**config.mk**
```make
export PLATFORM = sky130hd
export DESIGN_NAME = adma_regs
export DESIGN_NICKNAME = d
export VERILOG_FILES = /design/src/rtl/adma_pkg.sv /design/src/rtl/adma_bus_dec.sv /design/src/rtl/adma_chan_regs.sv /design/src/rtl/adma_rd_fmt.sv /design/src/rtl/adma_regs.sv
export SDC_FILE = /design/constraint.sdc
export NUM_CORES = 1
export LEC_CHECK = 0
export BUFFER_PORTS_ARGS = -buffer_cell sky130_fd_sc_hd__buf_2
export CAP_MARGIN = 30
export CORE_MARGIN = 1.5
export CORE_UTILIZATION = 51
export DETAILED_ROUTE_END_ITERATION = 10
export HOLD_SLACK_MARGIN = 0.06
export MAX_ROUTING_LAYER = met4
export PLACE_DENSITY = 0.78
export SLEW_MARGIN = 20
export SYNTH_ARGS = -nofsm -noshare
export SYNTH_HDL_FRONTEND = slang
export SYNTH_HIERARCHICAL = 1
export SYNTH_SLANG_ARGS = --single-unit
```
**constraint.sdc**
```tcl
create_clock -name clk_i -period 5.3 [get_ports clk_i]
set_input_delay 0.53 -clock clk_i [delete_from_list [all_inputs] [get_ports clk_i]]
set_output_delay 0.53 -clock clk_i [all_outputs]
set_load 0.03 [all_outputs]
```
**src/rtl/adma_pkg.sv**
```systemverilog
package adma_pkg;
  localparam int IDX_W = 5;   // descriptor ring of 32 entries
  localparam int SR_W  = 5;
  localparam int CR_W  = 5;
  localparam int BUS_W = 32;

  localparam logic [3:0] OFF_BASE = 4'h0;
  localparam logic [3:0] OFF_CIV  = 4'h4;
  localparam logic [3:0] OFF_LVI  = 4'h5;
  localparam logic [3:0] OFF_SR   = 4'h6;
  localparam logic [3:0] OFF_POS  = 4'h8;
  localparam logic [3:0] OFF_PIV  = 4'hA;
  localparam logic [3:0] OFF_CR   = 4'hB;

  localparam logic [1:0] SZ_B = 2'd0;
  localparam logic [1:0] SZ_H = 2'd1;
  localparam logic [1:0] SZ_W = 2'd2;

  localparam int SB_HALT = 0;
  localparam int SB_CEL  = 1;
  localparam int SB_LVI  = 2;
  localparam int SB_DONE = 3;
  localparam int SB_FERR = 4;
  localparam logic [SR_W-1:0] SR_W1C   = 5'b11100;
  localparam logic [SR_W-1:0] SR_RESET = 5'b00001;

  localparam int CB_RUN    = 0;
  localparam int CB_RST    = 1;
  localparam int CB_LVIE   = 2;
  localparam int CB_FEIE   = 3;
  localparam int CB_DONEIE = 4;
  localparam logic [CR_W-1:0] CR_KEEP = 5'b11100;

  typedef enum logic [3:0] {
    ACC_NONE, ACC_BASE, ACC_CIV, ACC_PACK, ACC_LVI,
    ACC_SR, ACC_POS, ACC_PIV, ACC_CR
  } acc_e;

  function automatic acc_e acc_of(input logic [3:0] off, input logic [1:0] sz);
    acc_e a;
    case ({off, sz})
      {OFF_BASE, SZ_W}: a = ACC_BASE;
      {OFF_CIV,  SZ_B}: a = ACC_CIV;
      {OFF_CIV,  SZ_W}: a = ACC_PACK;
      {OFF_LVI,  SZ_B}: a = ACC_LVI;
      {OFF_SR,   SZ_H}: a = ACC_SR;
      {OFF_POS,  SZ_H}: a = ACC_POS;
      {OFF_PIV,  SZ_B}: a = ACC_PIV;
      {OFF_CR,   SZ_B}: a = ACC_CR;
      default:          a = ACC_NONE;
    endcase
    return a;
  endfunction
endpackage

```
**src/rtl/adma_bus_dec.sv**
```systemverilog
module adma_bus_dec
  import adma_pkg::*;
#(
  parameter int NCH    = 3,
  parameter int ADDR_W = 6,
  localparam int CHF_W = ADDR_W - 4
) (
  input  logic              req_i,
  input  logic [1:0]        size_i,
  input  logic [ADDR_W-1:0] addr_i,
  output logic              hit_o,
  output logic [CHF_W-1:0]  ch_o,
  output acc_e              acc_o
);
  assign ch_o  = addr_i[ADDR_W-1:4];
  assign acc_o = acc_of(addr_i[3:0], size_i);
  assign hit_o = req_i && (int'(ch_o) < NCH) && (acc_o != ACC_NONE);
endmodule

```
**src/rtl/adma_chan_regs.sv**
```systemverilog
module adma_chan_regs
  import adma_pkg::*;
#(
  parameter int POS_W = 16
) (
  input  logic             clk_i,
  input  logic             rst_ni,
  input  logic             wr_en_i,
  input  acc_e             acc_i,
  input  logic [BUS_W-1:0] wdata_i,
  input  logic             adv_i,
  input  logic             cmpl_i,
  input  logic             ioc_i,
  input  logic             lvr_i,
  input  logic             ferr_i,
  input  logic             pos_we_i,
  input  logic [POS_W-1:0] pos_i,
  output logic [BUS_W-1:0] base_o,
  output logic [IDX_W-1:0] civ_o,
  output logic [IDX_W-1:0] lvi_o,
  output logic [IDX_W-1:0] piv_o,
  output logic [SR_W-1:0]  sr_o,
  output logic [CR_W-1:0]  cr_o,
  output logic [POS_W-1:0] pos_o,
  output logic             irq_o
);
  logic [BUS_W-4:0] base_q;
  logic [IDX_W-1:0] civ_q, lvi_q, piv_q;
  logic [SR_W-1:0]  sr_q, sr_n, sr_wbits, sr_clr;
  logic [CR_W-1:0]  cr_q;
  logic [POS_W-1:0] pos_q;
  logic             rst_pend, wr_base, wr_lvi, wr_sr, wr_cr;
  logic [IDX_W-1:0] lvi_wdata;

  assign rst_pend = cr_q[CB_RST];
  assign wr_base  = wr_en_i && (acc_i == ACC_BASE);
  assign wr_lvi   = wr_en_i && ((acc_i == ACC_LVI) || (acc_i == ACC_PACK));
  assign wr_sr    = wr_en_i && ((acc_i == ACC_SR)  || (acc_i == ACC_PACK));
  assign wr_cr    = wr_en_i && (acc_i == ACC_CR);

  assign lvi_wdata = (acc_i == ACC_PACK) ? wdata_i[8 +: IDX_W] : wdata_i[IDX_W-1:0];
  assign sr_wbits  = (acc_i == ACC_PACK) ? wdata_i[16 +: SR_W] : wdata_i[SR_W-1:0];
  assign sr_clr    = wr_sr ? (sr_wbits & SR_W1C) : '0;

  always_comb begin
    sr_n = sr_q & ~sr_clr;
    // set events win over a clear in the same cycle
    sr_n[SB_LVI]  = sr_n[SB_LVI]  | lvr_i;
    sr_n[SB_DONE] = sr_n[SB_DONE] | (cmpl_i & ioc_i);
    sr_n[SB_FERR] = sr_n[SB_FERR] | ferr_i;
    if (adv_i && !rst_pend) sr_n[SB_CEL] = (piv_q == lvi_q);
    if (rst_pend)           sr_n[SB_HALT] = 1'b1;
    else if (wr_cr)         sr_n[SB_HALT] = ~wdata_i[CB_RUN];
  end

  always_ff @(posedge clk_i or negedge rst_ni) begin
    if (!rst_ni) begin
      base_q <= '0;
      civ_q  <= '0;
      lvi_q  <= '0;
      piv_q  <= '0;
      pos_q  <= '0;
      cr_q   <= '0;
      sr_q   <= SR_RESET;
    end else begin
      sr_q <= sr_n;
      if (rst_pend) begin
        base_q <= '0;
        civ_q  <= '0;
        lvi_q  <= '0;
        piv_q  <= '0;
        pos_q  <= '0;
        cr_q   <= cr_q & CR_KEEP;
      end else begin
        if (wr_base)  base_q <= wdata_i[BUS_W-1:3];
        if (wr_lvi)   lvi_q  <= lvi_wdata;
        if (wr_cr)    cr_q   <= wdata_i[CR_W-1:0];
        if (pos_we_i) pos_q  <= pos_i;
        if (adv_i) begin
          civ_q <= piv_q;
          piv_q <= piv_q + IDX_W'(1);
        end
      end
    end
  end

  assign base_o = {base_q, 3'b000};
  assign civ_o  = civ_q;
  assign lvi_o  = lvi_q;
  assign piv_o  = piv_q;
  assign sr_o   = sr_q;
  assign cr_o   = cr_q;
  assign pos_o  = pos_q;
  assign irq_o  = (sr_q[SB_LVI] & cr_q[CB_LVIE]) | (sr_q[SB_DONE] & cr_q[CB_DONEIE]);

  p_adv_idx_r7: assert property (@(posedge clk_i) disable iff (!rst_ni)
    (adv_i && !rst_pend) |=> (civ_q == $past(piv_q)) && (piv_q == $past(piv_q) + IDX_W'(1)));
  p_adv_cel_r7: assert property (@(posedge clk_i) disable iff (!rst_ni)
    (adv_i && !rst_pend && !wr_lvi) |=> (sr_q[SB_CEL] == (civ_q == lvi_q)));
  p_w1c_r5: assert property (@(posedge clk_i) disable iff (!rst_ni)
    (sr_clr[SB_DONE] && !(cmpl_i && ioc_i)) |=> !sr_q[SB_DONE]);
  p_ro_bits_r5: assert property (@(posedge clk_i) disable iff (!rst_ni)
    (wr_sr && !adv_i && !rst_pend) |=> $stable(sr_q[SB_CEL:SB_HALT]));
  p_ioc_gate_r6: assert property (@(posedge clk_i) disable iff (!rst_ni)
    (cmpl_i && !ioc_i && !sr_q[SB_DONE]) |=> !sr_q[SB_DONE]);
  p_irq_en_r8: assert property (@(posedge clk_i) disable iff (!rst_ni)
    irq_o |-> (cr_q[CB_LVIE] || cr_q[CB_DONEIE]));
  p_halt_r9: assert property (@(posedge clk_i) disable iff (!rst_ni)
    $fell(cr_q[CB_RUN]) |-> sr_q[SB_HALT]);
  p_chan_rst_r10: assert property (@(posedge clk_i) disable iff (!rst_ni)
    rst_pend |=> (base_o == '0) && (civ_q == '0) && (lvi_q == '0) && (piv_q == '0)
                 && (pos_q == '0) && !cr_q[CB_RUN] && !cr_q[CB_RST] && sr_q[SB_HALT]);
  p_keep_en_r10: assert property (@(posedge clk_i) disable iff (!rst_ni)
    rst_pend |=> (cr_q[CB_DONEIE:CB_LVIE] == $past(cr_q[CB_DONEIE:CB_LVIE])));
endmodule

```
**src/rtl/adma_rd_fmt.sv**
```systemverilog
module adma_rd_fmt
  import adma_pkg::*;
#(
  parameter int POS_W = 16
) (
  input  acc_e             acc_i,
  input  logic [BUS_W-1:0] base_i,
  input  logic [IDX_W-1:0] civ_i,
  input  logic [IDX_W-1:0] lvi_i,
  input  logic [IDX_W-1:0] piv_i,
  input  logic [SR_W-1:0]  sr_i,
  input  logic [CR_W-1:0]  cr_i,
  input  logic [POS_W-1:0] pos_i,
  output logic [BUS_W-1:0] data_o
);
  localparam int IPAD = 8 - IDX_W;

  always_comb begin
    data_o = '0;
    case (acc_i)
      ACC_BASE: data_o = base_i;
      ACC_CIV:  data_o = BUS_W'(civ_i);
      ACC_PACK: data_o = {{(16-SR_W){1'b0}}, sr_i, {IPAD{1'b0}}, lvi_i, {IPAD{1'b0}}, civ_i};
      ACC_LVI:  data_o = BUS_W'(lvi_i);
      ACC_SR:   data_o = BUS_W'(sr_i);
      ACC_POS:  data_o = BUS_W'(pos_i);
      ACC_PIV:  data_o = BUS_W'(piv_i);
      ACC_CR:   data_o = BUS_W'(cr_i);
      default:  data_o = '0;
    endcase
  end
endmodule

```
**src/rtl/adma_regs.sv**
```systemverilog
module adma_regs
  import adma_pkg::*;
#(
  parameter int NCH    = 3,
  parameter int ADDR_W = 6,
  parameter int POS_W  = 16
) (
  input  logic                   clk_i,
  input  logic                   rst_ni,
  input  logic                   req_i,
  input  logic                   we_i,
  input  logic [1:0]             size_i,
  input  logic [ADDR_W-1:0]      addr_i,
  input  logic [BUS_W-1:0]       wdata_i,
  output logic [BUS_W-1:0]       rdata_o,
  input  logic [NCH-1:0]         adv_i,
  input  logic [NCH-1:0]         cmpl_i,
  input  logic [NCH-1:0]         ioc_i,
  input  logic [NCH-1:0]         lvr_i,
  input  logic [NCH-1:0]         ferr_i,
  input  logic [NCH-1:0]         pos_we_i,
  input  logic [NCH*POS_W-1:0]   pos_i,
  output logic [NCH-1:0]         run_o,
  output logic [NCH*BUS_W-1:0]   base_o,
  output logic [NCH*IDX_W-1:0]   civ_o,
  output logic [NCH-1:0]         irq_o
);
  localparam int CHF_W = ADDR_W - 4;

  logic             hit;
  logic [CHF_W-1:0] ch_sel;
  acc_e             acc;
  logic [NCH-1:0]   wr_sel;
  logic [BUS_W-1:0] fmt [NCH];

  adma_bus_dec #(.NCH(NCH), .ADDR_W(ADDR_W)) u_dec (
    .req_i  (req_i),
    .size_i (size_i),
    .addr_i (addr_i),
    .hit_o  (hit),
    .ch_o   (ch_sel),
    .acc_o  (acc)
  );

  for (genvar c = 0; c < NCH; c++) begin : g_ch
    logic [BUS_W-1:0] base;
    logic [IDX_W-1:0] civ, lvi, piv;
    logic [SR_W-1:0]  sr;
    logic [CR_W-1:0]  cr;
    logic [POS_W-1:0] pos;

    assign wr_sel[c] = hit && we_i && (ch_sel == CHF_W'(c));

    adma_chan_regs #(.POS_W(POS_W)) u_chan (
      .clk_i    (clk_i),
      .rst_ni   (rst_ni),
      .wr_en_i  (wr_sel[c]),
      .acc_i    (acc),
      .wdata_i  (wdata_i),
      .adv_i    (adv_i[c]),
      .cmpl_i   (cmpl_i[c]),
      .ioc_i    (ioc_i[c]),
      .lvr_i    (lvr_i[c]),
      .ferr_i   (ferr_i[c]),
      .pos_we_i (pos_we_i[c]),
      .pos_i    (pos_i[c*POS_W +: POS_W]),
      .base_o   (base),
      .civ_o    (civ),
      .lvi_o    (lvi),
      .piv_o    (piv),
      .sr_o     (sr),
      .cr_o     (cr),
      .pos_o    (pos),
      .irq_o    (irq_o[c])
    );

    adma_rd_fmt #(.POS_W(POS_W)) u_fmt (
      .acc_i  (acc),
      .base_i (base),
      .civ_i  (civ),
      .lvi_i  (lvi),
      .piv_i  (piv),
      .sr_i   (sr),
      .cr_i   (cr),
      .pos_i  (pos),
      .data_o (fmt[c])
    );

    assign run_o[c]                  = cr[CB_RUN];
    assign base_o[c*BUS_W +: BUS_W]  = base;
    assign civ_o[c*IDX_W +: IDX_W]   = civ;
  end

  assign rdata_o = (hit && !we_i) ? fmt[ch_sel] : '0;

  p_one_wr_r12: assert property (@(posedge clk_i) disable iff (!rst_ni) $onehot0(wr_sel));
  p_miss_r2: assert property (@(posedge clk_i) disable iff (!rst_ni)
    (req_i && !we_i && !hit) |-> (rdata_o == '0));
endmodule

```
=== After elaboration in Yosys (flattened, before gate mapping) ===
Index checks and enable logic that the tools add are counted.

* Add/subtract/negate cells: 3
* Order comparisons: 2
* Equality and inequality tests: 21
* Muxes and demuxes: 58
* Bitwise gates (word level): 32
* Reduce and logical (&&, ||, !) cells: 48

{| class="wikitable"
|+ Operators with widths
! kind !! number
|-
| case mux 32 bit (8 select lines) || 3
|-
| 2-to-1 mux 29 bit || 6
|-
| 2-to-1 mux 5 bit || 23
|-
| 2-to-1 mux 16 bit || 6
|-
| 2-to-1 mux 32 bit || 3
|-
| binary-select mux 32 bit (select 2 bit) || 1
|-
| case mux 4 bit (8 select lines) || 1
|-
| nonzero test 2 bit || 15
|-
| equality test 6 x 5 -> 1 bit (second input constant) || 4
|-
| logical AND 1 bit || 22
|-
| equality test 6 bit (second input constant) || 3
|-
| equality test 4 x 3 -> 1 bit (second input constant) || 4
|-
| adder 5 x 1 -> 5 bit (second input constant) || 3
|-
| bitwise AND 5 bit || 3
|-
| equality test 5 bit || 3
|-
| inverter 5 bit || 3
|-
| 2-to-1 mux 2 bit || 6
|-
| bitwise OR 1 bit || 12
|-
| bitwise AND 1 bit || 9
|-
| 2-to-1 mux 1 bit || 9
|-
| equality test 4 x 2 -> 1 bit (second input constant) || 2
|-
| equality test 6 x 2 -> 1 bit (second input constant) || 1
|-
| AND reduction 2 bit || 3
|-
| equality test 4 x 1 -> 1 bit (second input constant) || 1
|-
| 11 further kinds || 18
|}

* Flip-flop bits (word level): 210
* Input bits: 110
* Output and inout bits: 149

=== Depth between registers and ports, before layout ===
* Depth after elaboration: 12
* Gate-level depth with buffers: 12

=== Cells and area by module ===
The synthesis kept the hierarchy.

{| class="wikitable"
|+ Modules (own cells, without submodules)
! module !! times used !! cells an instance !! area each (um^2) !! sequential area each (um^2)
|-
| adma_chan_regs || 3 || 234 || 2939.1 || 1752.9
|-
| adma_rd_fmt || 3 || 86 || 701.9 || 0.0
|-
| adma_regs || 1 || 153 || 1437.6 || 0.0
|-
| adma_bus_dec || 1 || 32 || 220.2 || 0.0
|}

=== Worst setup path before layout ===
No wires, ideal clock.

* Path kind: input to output
* Start point: in addr_i[0]
* End point: out rdata_o[4]
* Data arrival time: 5.282 ns
* Required time: 4.770 ns
* Setup slack: -0.512 ns
* Stages: 10
* Buffers on the path: 2
* Path through: clkbuf_1 > nand2_1 > nor4_1 > buf_4 > and2b_1 > a22oi_1 > o221ai_1 > nor2b_1 > a211oi_2 > a211oi_2

{| class="wikitable"
|+ RTL lines
! item !! RTL line !! source
|-
| start: declaration || adma_regs.sv:13 || <nowiki>input logic [ADDR_W-1:0] addr_i,</nowiki>
|-
| end: declaration || adma_regs.sv:15 || <nowiki>output logic [BUS_W-1:0] rdata_o,</nowiki>
|}

==> flow_summary.json <==
{
  "outcome": "finished clean",
  "use_met3_pct": 7.351,
  "num_rows": 57,
  "min_path_cells": 2,
  "wl_um": 42750,
  "drv_cap": 0,
  "grt.overflow.total": 0,
  "async_flop_share_pct": 100.0,
  "post-route-period-util_pct": 83.00,
  "synthCells": 1145,
  "crit_type": "in -> out",
  "vias": 10843,
  "top_usage_layer": "met2",
  "place_congestion": 1.024,
  "end_kind": "primary output",
  "final_cell_mix": "buf_2 (246), dfrtp_1 (207), a22o_1 (123), nor2_1 (92), mux2i_1 (85)",
  "diodes": 0,
  "cts_setup_buffers": 0,
  "fin_util_pct": 60.95,
  "numPortBuffers": 249,
  "peakVddDrop_mv": 0.2688,
  "wl_per_cell_um": 25.13,
  "syn_area_per_cell_um2": 10.99,
  "path_cells": "buf_2, or3b_1, a21bo_1, o31ai_4, buf_12, nor2b_1, a32oi_1, o221ai_1, nor2b_1, a211oi_2, a211oi_2, buf_2",
  "yosysUniqueCellTypes": 71,
  "critPathTopFamily": "compound AO/OA/AOI/OAI gates",
  "hold_class": "in -> reg",
  "crit_path_start_kind": "input port",
  "critical_path.slowest_cell": "o31ai_4",
  "die_w_um": 160.1,
  "drv_slew": 0,
  "drt_first_pass_iters": 8,
  "cts.htree.levels": 1,
  "worst_pin_slew_ns": 0.9449,
  "synth_area_leaders": "dfrtp_1 (41%), a22o_1 (8.6%), mux2i_1 (6.8%), a211oi_2 (6.1%), nor2_1 (2.7%)",
  "fin_cells": 1701,
  "synth_top_flop_cell": "dfrtp_1",
  "final.setup.tns_ns": 0,
  "avgViaCountPerCell": 6.374,
  "final_common_cell": "buf_2",
  "drive_gt1_share_pct": 33.99,
  "antenna_found_initial": 0,
  "critPathBufInv": 3,
  "nets": 1471,
  "finalSetupViolCount": 0,
  "pre_cts_ws_ns": 0.9744,
  "hold_viol": 0,
  "yosysTopAreaCell": "dfrtp_1",
  "leakagePower_nw": 6.883,
  "place_hpwl_um": 30430,
  "area.growth.synth_to_final_pct": 17.47,
  "min_period_ns": 4.399,
  "relSlewSlack_pct": 37.01,
  "fmax_ghz": 0.2273,
  "die_h_um": 160.1,
  "rsz0062_at_grt": "no",
  "initial_core_util_pct": 51.88,
  "coreArea_um2": 24250,
  "global_route.usage.met2_pct": 49.29,
  "crit_cells": 12,
  "ys_warn_count": 6,
  "clk_latency_ns": 0.54,
  "grt_pass1_vias": 10486,
  "crit_arrival_ns": 3.87,
  "holdBufCountCts": 0,
  "synth_top_area_share_pct": 41.17,
  "cts_sinks": 210,
  "synth_seq_area_share_pct": 41.80,
  "drc_errors": 0,
  "skew_ns": 0.01852,
  "io_pins": 259,
  "track_usage_pct": 33.71,
  "cts_root_buf": "clkbuf_16",
  "dp.cells": 1653,
  "grt_pass1_wl_um": 64590,
  "ff2ff_setup_slack_ns": 3.27,
  "grt_max_degree": 119,
  "synth-seq-cells": 210,
  "syn-cell-area_um2": 12580,
  "worstPathMaxFanout": 56,
  "power_density_nw_per_um2": 316.5,
  "use_met1_pct": 46.42,
  "drt_iter0_drc": 1244,
  "clk_path_buf_depth": 3,
  "fin_ws_ns": 0.9010,
  "cts_tree": "yes",
  "cts_inserted_buffers": 25,
  "ant_nets": 0,
  "die-area_um2": 25620,
  "clk_pin_slew_worst_paths_ns": 0.06,
  "cts_resized": 0,
  "worst_path_largest_cell_delay_ns": 0.59,
  "cp.required_ns": 4.77,
  "synth_edf_count": 0,
  "reg2regPathDepth": 5
}
## layout make-up
cell class,instances,area (µm²)
Multi-Input combinational cell,809,6589
Clock buffer,35,723.2
Timing Repair Buffer,284,1558
Clock inverter,11,140.1
Inverter,28,105.1
Sequential cell,210,5259
Tap cell,324,405.4
Fill cell,2048,9469
## path summary, 6_finish.rpt
kind,end,from
min in group asynchronous,g_ch[1].u_chan/pos_o[14],rst_ni
min,g_ch[1].u_chan/sr_o[3],ioc_i[1]
max in group asynchronous,g_ch[0].u_chan/piv_o[2],rst_ni
min reg2reg,g_ch[1].u_chan/base_q[23],g_ch[1].u_chan/base_q[23]
max reg2reg,g_ch[0].u_chan/base_q[27],g_ch[0].u_chan/cr_o[1]
max,rdata_o[4],addr_i[2]
## state kept, by name, indices dropped and copies added (netlist names)
register / count
g_ch.u_chan/base_q: 87
g_ch.u_chan/pos_o: 48
g_ch.u_chan/civ_o: 15
g_ch.u_chan/cr_o: 15
g_ch.u_chan/lvi_o: 15
g_ch.u_chan/piv_o: 15
g_ch.u_chan/sr_o: 15
## layer usage
layer | vias up | wire [µm] | part of all wire [%]
met4 | 0 | 1408 | 3.3
met3 | 99 | 4396 | 10
met5 | - | 0 | 0
li1 | 4678 | - | -
met1 | 5432 | 17790 | 42
met2 | 634 | 19150 | 45
## where the power goes
part / internal (mW) / switching (mW)
combinational: 0.324 / 0.525
sequential: 1.78 / 0.255
clock: 1.10 / 0.695
total: 3.20 / 1.47
## cells in the mapped netlist, types with 8 or more instances
cell type  number
a222oi_1       15
a22o_1        123
nor2b_1        33
xor2_1         15
o21ai_0         8
nor2_1         92
mux2i_1        85
buf_4          27
dfrtp_1       207
xnor2_1        15
a211oi_2       61
buf_2          31
and2_1         33
nand3b_1       17
mux2_4          9
nor3_1         11
mux2_2         30
buf_6          16
nand2b_1       38
clkbuf_1       18
nand2_1        29
nand3_1         9
a32oi_1        12
a22oi_1        16
o22ai_1        15
a21oi_1        13
inv_1          28
## metrics by stage
step	hold slack [ns]	area, µm²	power, mW
final	0.2157	14780	4.678
after global routing	0.2367	14780	4.854
after CTS	0.1707	14740	4.679
after detailed placement	0.5016	13880	2.883
after global placement	0.5006	13880	2.864
after floorplan	0.2344	12610	2.548
## worst register-to-register path, stage by stage, from the launching register on
cell	delay, ns
dfrtp_1	0.36
buf_4	0.25
inv_1	0.23
o21a_1	0.55
buf_4	0.37
a22o_1	0.20
## cells by family after synthesis
| logic type | Yosys count | share of synthesized area (%) |
|---|---|---|
| adders and majority gates | 3 | 0.2984 |
| AOI/OAI and AO/OA | 317 | 22.93 |
| and+or+nand+nor | 326 | 15.54 |
| DFF | 210 | 41.80 |
| muxes | 124 | 10.52 |
| buffers and inverters | 132 | 6.723 |
| xor gates and xnor gates | 30 | 2.089 |
| other | 3 | 0.08950 |
No activity file was read; power rests on OpenSTA's default activity.
